### config.mk
export PLATFORM = sky130hd
export DESIGN_NAME = nand_opseq
export DESIGN_NICKNAME = d
export VERILOG_FILES = /design/src/rtl/nand_opseq_pkg.sv /design/src/rtl/nand_opseq_rbwait.sv /design/src/rtl/nand_opseq_phy.sv /design/src/rtl/nand_opseq.sv
export SDC_FILE = /design/constraint.sdc
export NUM_CORES = 1
export LEC_CHECK = 0
export CAP_MARGIN = 40
export CORE_ASPECT_RATIO = 0.5
export CORE_UTILIZATION = 40
export CTS_BUF_LIST = sky130_fd_sc_hd__clkbuf_8
export DETAILED_ROUTE_END_ITERATION = 8
export PLACE_DENSITY = 0.66
export SYNTH_ARGS = -nofsm -noshare
export SYNTH_HDL_FRONTEND = slang
export SYNTH_SLANG_ARGS = --single-unit
### constraint.sdc
create_clock -name clk -period 3.32 [get_ports clk]
set_input_delay 0.332 -clock clk [delete_from_list [all_inputs] [get_ports clk]]
set_output_delay 0.332 -clock clk [all_outputs]
set_load 0.02 [all_outputs]
### src/rtl/nand_opseq_pkg.sv
package nand_opseq_pkg;

    localparam int OPW = 4;

    typedef enum logic [3:0] {
        OP_NOP  = 4'd0,
        OP_CMD0 = 4'd1,
        OP_CMD1 = 4'd2,
        OP_CMD2 = 4'd3,
        OP_CMD3 = 4'd4,
        OP_COL  = 4'd5,
        OP_ROW  = 4'd6,
        OP_RDW  = 4'd7,
        OP_WRW  = 4'd8,
        OP_STAT = 4'd9
    } op_e;

    typedef enum logic [1:0] {
        BK_CMD   = 2'd0,
        BK_ADDR  = 2'd1,
        BK_WDATA = 2'd2,
        BK_RDATA = 2'd3
    } bytek_e;

    typedef enum logic [2:0] {
        SQ_IDLE,
        SQ_FETCH,
        SQ_WAIT,
        SQ_XFER,
        SQ_END
    } sq_e;

    typedef struct packed {
        logic ev_wp;
        logic ev_tmo;
        logic ev_done;
    } events_t;

    function automatic bytek_e kind_of(op_e op);
        case (op)
            OP_COL, OP_ROW:  return BK_ADDR;
            OP_WRW:          return BK_WDATA;
            OP_RDW, OP_STAT: return BK_RDATA;
            default:         return BK_CMD;
        endcase
    endfunction

endpackage

### src/rtl/nand_opseq_rbwait.sv
module nand_opseq_rbwait #(
    parameter int TMOW = 16
) (
    input  logic            clk,
    input  logic            rst,
    input  logic            en_i,
    input  logic            rb_n_i,
    input  logic [TMOW-1:0] limit_i,
    output logic            ready_o,
    output logic            expired_o
);
    logic [TMOW-1:0] cnt_q;

    always_ff @(posedge clk) begin
        if (rst || !en_i) begin
            cnt_q <= '0;
        end else if (!rb_n_i && cnt_q != limit_i) begin
            cnt_q <= cnt_q + 1'b1;
        end
    end

    assign ready_o   = en_i && rb_n_i;
    assign expired_o = en_i && !rb_n_i && (cnt_q == limit_i);

    AST_TMO_BOUND: assert property (@(posedge clk) disable iff (rst)
        en_i |-> (cnt_q <= limit_i));
endmodule

### src/rtl/nand_opseq_phy.sv
module nand_opseq_phy
    import nand_opseq_pkg::*;
(
    input  logic       clk,
    input  logic       rst,
    input  logic       go_i,
    input  bytek_e     kind_i,
    input  logic [7:0] byte_i,
    output logic       ready_o,
    output logic       done_o,
    output logic [7:0] rdata_o,
    output logic       cle_o,
    output logic       ale_o,
    output logic       we_n_o,
    output logic       re_n_o,
    output logic [7:0] io_o,
    output logic       io_oe_o,
    input  logic [7:0] io_i
);
    typedef enum logic [1:0] {PH_IDLE, PH_LOW, PH_HIGH} ph_e;

    ph_e        ph_q;
    bytek_e     kind_q;
    logic [7:0] byte_q;
    logic [7:0] rdata_q;

    always_ff @(posedge clk) begin
        if (rst) begin
            ph_q    <= PH_IDLE;
            kind_q  <= BK_CMD;
            byte_q  <= '0;
            rdata_q <= '0;
        end else begin
            case (ph_q)
                PH_LOW: begin
                    ph_q <= PH_HIGH;
                    if (kind_q == BK_RDATA) rdata_q <= io_i;
                end
                default: begin
                    if (go_i) begin
                        ph_q   <= PH_LOW;
                        kind_q <= kind_i;
                        byte_q <= byte_i;
                    end else begin
                        ph_q <= PH_IDLE;
                    end
                end
            endcase
        end
    end

    assign ready_o = (ph_q != PH_LOW);
    assign done_o  = (ph_q == PH_HIGH);
    assign rdata_o = rdata_q;
    assign cle_o   = (ph_q != PH_IDLE) && (kind_q == BK_CMD);
    assign ale_o   = (ph_q != PH_IDLE) && (kind_q == BK_ADDR);
    assign we_n_o  = !((ph_q == PH_LOW) && (kind_q != BK_RDATA));
    assign re_n_o  = !((ph_q == PH_LOW) && (kind_q == BK_RDATA));
    assign io_o    = byte_q;
    assign io_oe_o = (ph_q != PH_IDLE) && (kind_q != BK_RDATA);

    AST_WE_ONE_CYCLE: assert property (@(posedge clk) disable iff (rst)
        !we_n_o |=> we_n_o);
    AST_RE_ONE_CYCLE: assert property (@(posedge clk) disable iff (rst)
        !re_n_o |=> re_n_o);
endmodule

### src/rtl/nand_opseq.sv
module nand_opseq
    import nand_opseq_pkg::*;
#(
    parameter int NUM_OPS     = 9,
    parameter int PAGE_BYTES  = 2048,
    parameter int SPARE_BYTES = 64,
    parameter int BANKS       = 4,
    parameter int COLW        = 12,
    parameter int ROWW        = 24,
    parameter int CNTW        = 16,
    parameter int TMOW        = 16,
    localparam int PCW        = $clog2(NUM_OPS),
    localparam int CSW        = $clog2(BANKS),
    localparam int ROW_BYTES  = ROWW / 8,
    localparam int FULL_BYTES = PAGE_BYTES + SPARE_BYTES
) (
    input  logic                   clk,
    input  logic                   rst,
    input  logic                   start_i,
    input  logic [NUM_OPS*OPW-1:0] ops_i,
    input  logic [31:0]            cmd_i,
    input  logic [COLW:0]          col_i,
    input  logic [ROWW-1:0]        row_i,
    input  logic [CNTW-1:0]        cnt_i,
    input  logic [TMOW-1:0]        tmo_i,
    input  logic [CSW-1:0]         cs_i,
    input  logic [2:0]             irq_en_i,
    input  logic                   wp_n_i,
    input  logic [7:0]             wr_data_i,
    output logic [7:0]             rd_data_o,
    output logic                   rd_valid_o,
    output logic [31:0]            status_o,
    output logic                   busy_o,
    output logic                   ev_done_o,
    output logic                   ev_tmo_o,
    output logic                   ev_wp_o,
    output logic                   irq_o,
    output logic [7:0]             nand_io_o,
    input  logic [7:0]             nand_io_i,
    output logic                   nand_io_oe_o,
    output logic                   cle_o,
    output logic                   ale_o,
    output logic                   we_n_o,
    output logic                   re_n_o,
    output logic [BANKS-1:0]       ce_n_o,
    input  logic                   rb_n_i
);
    sq_e                    st_q;
    logic [PCW-1:0]         pc_q;
    logic [NUM_OPS*OPW-1:0] ops_q;
    logic [31:0]            cmd_q;
    logic [COLW:0]          col_q;
    logic [ROWW-1:0]        row_q;
    logic [CNTW-1:0]        cnt_q;
    logic [TMOW-1:0]        tmo_q;
    logic [CSW-1:0]         cs_q;
    op_e                    op_q;
    logic [CNTW-1:0]        remain_q;
    logic [1:0]             bidx_q;
    logic [31:0]            status_q;
    events_t                ev_q;

    op_e        cur_op;
    logic       go, phy_ready, phy_done;
    logic [7:0] phy_rdata, tx_byte;
    logic [15:0] col_addr;
    logic       tmr_ready, tmr_exp;
    logic [CNTW-1:0] burst_len;

    assign cur_op    = op_e'(ops_q[int'(pc_q)*OPW +: OPW]);
    assign burst_len = (cnt_q == '0) ? CNTW'(FULL_BYTES) : cnt_q;
    assign col_addr  = 16'(col_q[COLW-1:0]) + (col_q[COLW] ? 16'(PAGE_BYTES) : 16'd0);
    assign go        = (st_q == SQ_XFER) && (remain_q != '0) && phy_ready;

    always_comb begin
        case (op_q)
            OP_CMD0: tx_byte = cmd_q[7:0];
            OP_CMD1: tx_byte = cmd_q[15:8];
            OP_CMD2: tx_byte = cmd_q[23:16];
            OP_CMD3: tx_byte = cmd_q[31:24];
            OP_COL:  tx_byte = bidx_q[0] ? col_addr[15:8] : col_addr[7:0];
            OP_ROW:  tx_byte = row_q[{bidx_q, 3'b000} +: 8];
            OP_WRW:  tx_byte = wr_data_i;
            default: tx_byte = 8'h00;
        endcase
    end

    always_ff @(posedge clk) begin
        if (rst) begin
            st_q     <= SQ_IDLE;
            pc_q     <= '0;
            ops_q    <= '0;
            cmd_q    <= '0;
            col_q    <= '0;
            row_q    <= '0;
            cnt_q    <= '0;
            tmo_q    <= '0;
            cs_q     <= '0;
            op_q     <= OP_NOP;
            remain_q <= '0;
            bidx_q   <= '0;
            status_q <= '0;
            ev_q     <= '0;
        end else begin
            if (go) begin
                remain_q <= remain_q - 1'b1;
                bidx_q   <= bidx_q + 1'b1;
            end
            case (st_q)
                SQ_IDLE: if (start_i) begin
                    ops_q <= ops_i;
                    cmd_q <= cmd_i;
                    col_q <= col_i;
                    row_q <= row_i;
                    cnt_q <= cnt_i;
                    tmo_q <= tmo_i;
                    cs_q  <= cs_i;
                    pc_q  <= '0;
                    ev_q  <= '0;
                    st_q  <= SQ_FETCH;
                end
                SQ_FETCH: begin
                    op_q   <= cur_op;
                    bidx_q <= '0;
                    case (cur_op)
                        OP_CMD0, OP_CMD1, OP_CMD2, OP_CMD3: begin
                            remain_q <= CNTW'(1);
                            st_q     <= SQ_XFER;
                        end
                        OP_COL: begin
                            remain_q <= CNTW'(2);
                            st_q     <= SQ_XFER;
                        end
                        OP_ROW: begin
                            remain_q <= CNTW'(ROW_BYTES);
                            st_q     <= SQ_XFER;
                        end
                        OP_RDW: begin
                            remain_q <= burst_len;
                            st_q     <= SQ_WAIT;
                        end
                        OP_STAT: begin
                            remain_q <= CNTW'(1);
                            st_q     <= SQ_WAIT;
                        end
                        OP_WRW: begin
                            remain_q <= burst_len;
                            if (!wp_n_i) begin
                                ev_q.ev_wp <= 1'b1;
                                st_q       <= SQ_IDLE;
                            end else begin
                                st_q <= SQ_WAIT;
                            end
                        end
                        default: st_q <= SQ_END;
                    endcase
                end
                SQ_WAIT: begin
                    if (tmr_ready) begin
                        st_q <= SQ_XFER;
                    end else if (tmr_exp) begin
                        ev_q.ev_tmo <= 1'b1;
                        st_q        <= SQ_IDLE;
                    end
                end
                SQ_XFER: begin
                    if (phy_done && op_q == OP_STAT) status_q <= {phy_rdata, 24'h0};
                    if (phy_done && remain_q == '0) begin
                        if (pc_q == PCW'(NUM_OPS - 1)) begin
                            st_q <= SQ_END;
                        end else begin
                            pc_q <= pc_q + 1'b1;
                            st_q <= SQ_FETCH;
                        end
                    end
                end
                default: begin
                    ev_q.ev_done <= 1'b1;
                    st_q         <= SQ_IDLE;
                end
            endcase
        end
    end

    nand_opseq_rbwait #(.TMOW(TMOW)) u_wait (
        .clk       (clk),
        .rst       (rst),
        .en_i      (st_q == SQ_WAIT),
        .rb_n_i    (rb_n_i),
        .limit_i   (tmo_q),
        .ready_o   (tmr_ready),
        .expired_o (tmr_exp)
    );

    nand_opseq_phy u_phy (
        .clk     (clk),
        .rst     (rst),
        .go_i    (go),
        .kind_i  (kind_of(op_q)),
        .byte_i  (tx_byte),
        .ready_o (phy_ready),
        .done_o  (phy_done),
        .rdata_o (phy_rdata),
        .cle_o   (cle_o),
        .ale_o   (ale_o),
        .we_n_o  (we_n_o),
        .re_n_o  (re_n_o),
        .io_o    (nand_io_o),
        .io_oe_o (nand_io_oe_o),
        .io_i    (nand_io_i)
    );

    for (genvar b = 0; b < BANKS; b++) begin : g_ce
        assign ce_n_o[b] = !((st_q != SQ_IDLE) && (cs_q == CSW'(b)));
    end

    assign busy_o     = (st_q != SQ_IDLE);
    assign rd_valid_o = (st_q == SQ_XFER) && phy_done && (op_q == OP_RDW);
    assign rd_data_o  = phy_rdata;
    assign status_o   = status_q;
    assign ev_done_o  = ev_q.ev_done;
    assign ev_tmo_o   = ev_q.ev_tmo;
    assign ev_wp_o    = ev_q.ev_wp;
    assign irq_o      = |(ev_q & irq_en_i);

    AST_CE_ONEHOT: assert property (@(posedge clk) disable iff (rst)
        $onehot0(~ce_n_o));
    AST_DONE_EXCL: assert property (@(posedge clk) disable iff (rst)
        !(ev_done_o && (ev_tmo_o || ev_wp_o)));
    AST_WP_NO_WRITE: assert property (@(posedge clk) disable iff (rst)
        (ev_wp_o && !busy_o) |-> (we_n_o && !cle_o && !ale_o));
    AST_BUSY_START_KEEP: assert property (@(posedge clk) disable iff (rst)
        (busy_o && start_i) |=> ($stable(ops_q) && $stable(cmd_q) && $stable(cs_q)));
    AST_START_CLEARS: assert property (@(posedge clk) disable iff (rst)
        (start_i && !busy_o) |=> (busy_o && !ev_done_o && !ev_tmo_o && !ev_wp_o));
endmodule

==> flow_summary.toml <==
[run_status]
outcome = "completed"

[place]
dpl.hpwl_mm = 19.0
io_buffers = 201
place.gp.congestion = 0.870

[detailed_routing]
drt_iter0_drc = 614
drt-wirelength-per-cell_um = 15.6
antenna_left = 0
remaining_drc_errors = 0
dr.pass1.iters = 5
via_per_inst = 5.19
wl_mm = 26.4
vias = 8805

[setup_path]
path_buf_inv = 2
reg2reg_depth = 7
r2r-start = "pc_q[0]"
cp_top_family = "simple AND/OR/NAND/NOR gates"
path_cells = "nor3_1 -> inv_1 -> nand3b_1 -> clkdlybuf4s50_1"
worst_ep_arrival_time_ps = 2610
cp-start-kind = "register"
critPathMaxStageDelay_ps = 680
cpMaxStageDelayCell = "nor3_1"
worstSetupPathType = "reg2out"
crit_path_start = "st_q[1]"
rrSetupSlack_ps = 400
worstSetupEndpoint = "ce_n_o[2]"
critPathCaptureType = "primary output"
rr_endpoint = "remain_q[8]"
crit_required_ps = 2990
crit_fanout = 12
crit_cells = 4

[die]
die_y_um = 112
ios = 226
start_util_pct = 41.5
rows = 39
die_area_um2 = 24700
core-area_um2 = 23200
dieWidth_um = 221

[cts]
cts_root_buffer = "clkbuf_8"
clkTransAtPathRegs_ps = 70
cts_tree = "built"
cts_setup_buffers = 0
htreeDepth = 1
cts_resized = 0
worstSkewPairLatency_ps = 600
cts.hold.buffers_added = 0
cts_made_buffers = 31
clkSinkCount = 215
cts_buffer_depth = 3

[synthesis]
yosysWarnings = 0
synth-main-ff-cell = "dfxtp_1"
synth_top_family_by_area = "simple AND/OR/NAND/NOR gates"
ys_seq_area_share_pct = 44.8
synth_compound_area_share_pct = 16.3
synth.avg_cell_area_um2 = 8.05
synth_area_um2 = 9610
synthDistinctLibCells = 72
synth_mux_area_share_pct = 4.24
ys_seq_elements = 215
synth_fa_ha_area_share_pct = 0.651
netlist_instances = 1193
synth_edf_count = 0
synth_xor_xnor_area_share_pct = 4.65
yosys.area_share.simple_pct = 23.5
postSynth.asyncResetShare_pct = 0

[sta]
setup_viol = 0
fin_crit_ps = 2940
rsz0062_at_grt = "no"
worst_slew_pin_slew_ps = 877
slew_violations = 0
clock.fmax_mhz = 340
setup_tns_ps = 0
finalCritPeriodShare_pct = 88.5
slew_headroom_pct = 41.6
fin_worst_skew_ps = 27.0
report.final.hold_viol_count = 0

[finish]
synthToLayoutAreaGrowth_pct = 28.7
antenna_cells = 0
finish.utilization_pct = 53.4
final_common_cell = "nand2_1"
layout-drive-gt1-share_pct = 6.12
nets = 1536
final_cell_mix = "nand2_1, dfxtp_1, clkdlybuf4s50_1"

[power_and_ir_drop]
swShare_pct = 33.7
power_frac_seq_pct = 44.7
pwr-share-comb_pct = 26.4
p_int_uw = 4690
peakVddDrop_mv = 0.272
p_clk_share_pct = 28.9
switchingPower_uw = 2380
leakage_uw = 0.00462
p_per_area_nw_per_um2 = 571

[global_route]
grt_max_degree = 87
grt_pass1_wl_mm = 42.9
overflow = 0
grt_pass1_vias = 8456
antenna_found_initial = 0
grt.total_usage_pct = 21.1

[worst_hold_path]
hold_class = "in2reg"

[flow_run]
max_cap_viol_count = 0
-- kinds of logic after synthesis --
logic type	count (synthesis)
fa+ha+maj	5
buf+inv	119
simple gates	514
flops	215
mux	34
compound gates	254
xor+xnor	51
other cells	1
-- worst reg2reg max path: stages, from the launching register on --
cell,delay [ps]
dfxtp_1,410
buf_4,240
nor4b_2,420
nand2_1,150
o41a_1,210
or4_4,600
a2111oi_4,620
o2bb2ai_1,180
-- state kept, by name, indices dropped and copies added, names as in the netlist --
signal,count
cnt_q,16
ev_done_o,1
status_o,8
col_q,13
u_phy.io_o,8
bidx_q,2
u_wait.cnt_q,16
pc_q,4
ev_wp_o,1
cs_q,2
u_phy.ph_q,2
op_q,4
tmo_q,16
u_phy.kind_q,2
cmd_q,32
row_q,24
st_q,3
ev_tmo_o,1
remain_q,16
ops_q,36
u_phy.rdata_o,8
-- per-layer routing --
| metal | up-vias | global-route usage (%) | wire length [µm] |
|---|---|---|---|
| met5 | - | 0 | 0 |
| met4 | 0 | 4.01 | 355 |
| met3 | 30 | 3.96 | 1340 |
| met2 | 212 | 35.2 | 12300 |
| met1 | 4154 | 28.7 | 12400 |
| li1 | 4409 | - | - |
-- synth_stat cells (17+ instances only) --
master | number | share of area (%)
nand4_1 | 22 | 1.4
nor2_1 | 69 | 2.7
clkbuf_1 | 64 | 2.5
nand2_1 | 325 | 13
xor2_1 | 34 | 3.1
a22oi_1 | 24 | 1.9
xnor2_1 | 17 | 1.5
mux2i_1 | 25 | 2.6
buf_4 | 25 | 2.0
nor3_1 | 21 | 1.1
a21oi_1 | 159 | 8.3
dfxtp_1 | 215 | 45
-- stage by stage --
stage / setup slack [ps] / total power (µW) / area [µm²] / hold WS, ps / cells
final: 380 / 7070 / 12400 / 115 / 1695
after global routing: 223 / 7500 / 12400 / 126 / 1695
after CTS: 269 / 7130 / 12400 / 105 / 1694
after detailed placement: 317 / 5080 / 11800 / 446 / 1641
after global placement: 469 / 5040 / 11800 / 444 / 1641
after floorplan: 744 / 4410 / 9700 / 432 / 1216
-- worst min path at each step --
stage                    from         to  slack [ps]  cells past startpoint
CTS                       rst   tmo_q[6]         100                      2
global placement     row_q[4]   row_q[4]         440                      2
floorplan            ops_q[4]   ops_q[4]         430                      2
detailed placement  cmd_q[24]  cmd_q[24]         450                      2
global route              rst   cnt_q[6]         130                      2
finish                    rst   cnt_q[5]         120                      2
-- layout make-up --
| class | instances | area (µm²) |
|---|---|---|
| inverter | 14 | 52.6 |
| fill | 2144 | 10800 |
| clock buffer | 38 | 523 |
| sequential | 215 | 4300 |
| multi-input combinational | 882 | 4830 |
| tap | 307 | 384 |
| timing repair buffer | 224 | 2210 |
| clock inverter | 15 | 61.3 |
-- power by group through the flow --
stage | clock network, µW | registers (µW) | logic, µW
2_1_floorplan | 0 | 3080 | 1330
3_3_place_gp | 0 | 3200 | 1840
3_5_place_dp | 0 | 3210 | 1870
4_1_cts | 2100 | 3160 | 1880
5_1_grt | 2220 | 3200 | 2080
6_report | 2040 | 3160 | 1860
(Power assumes the default switching activity.)
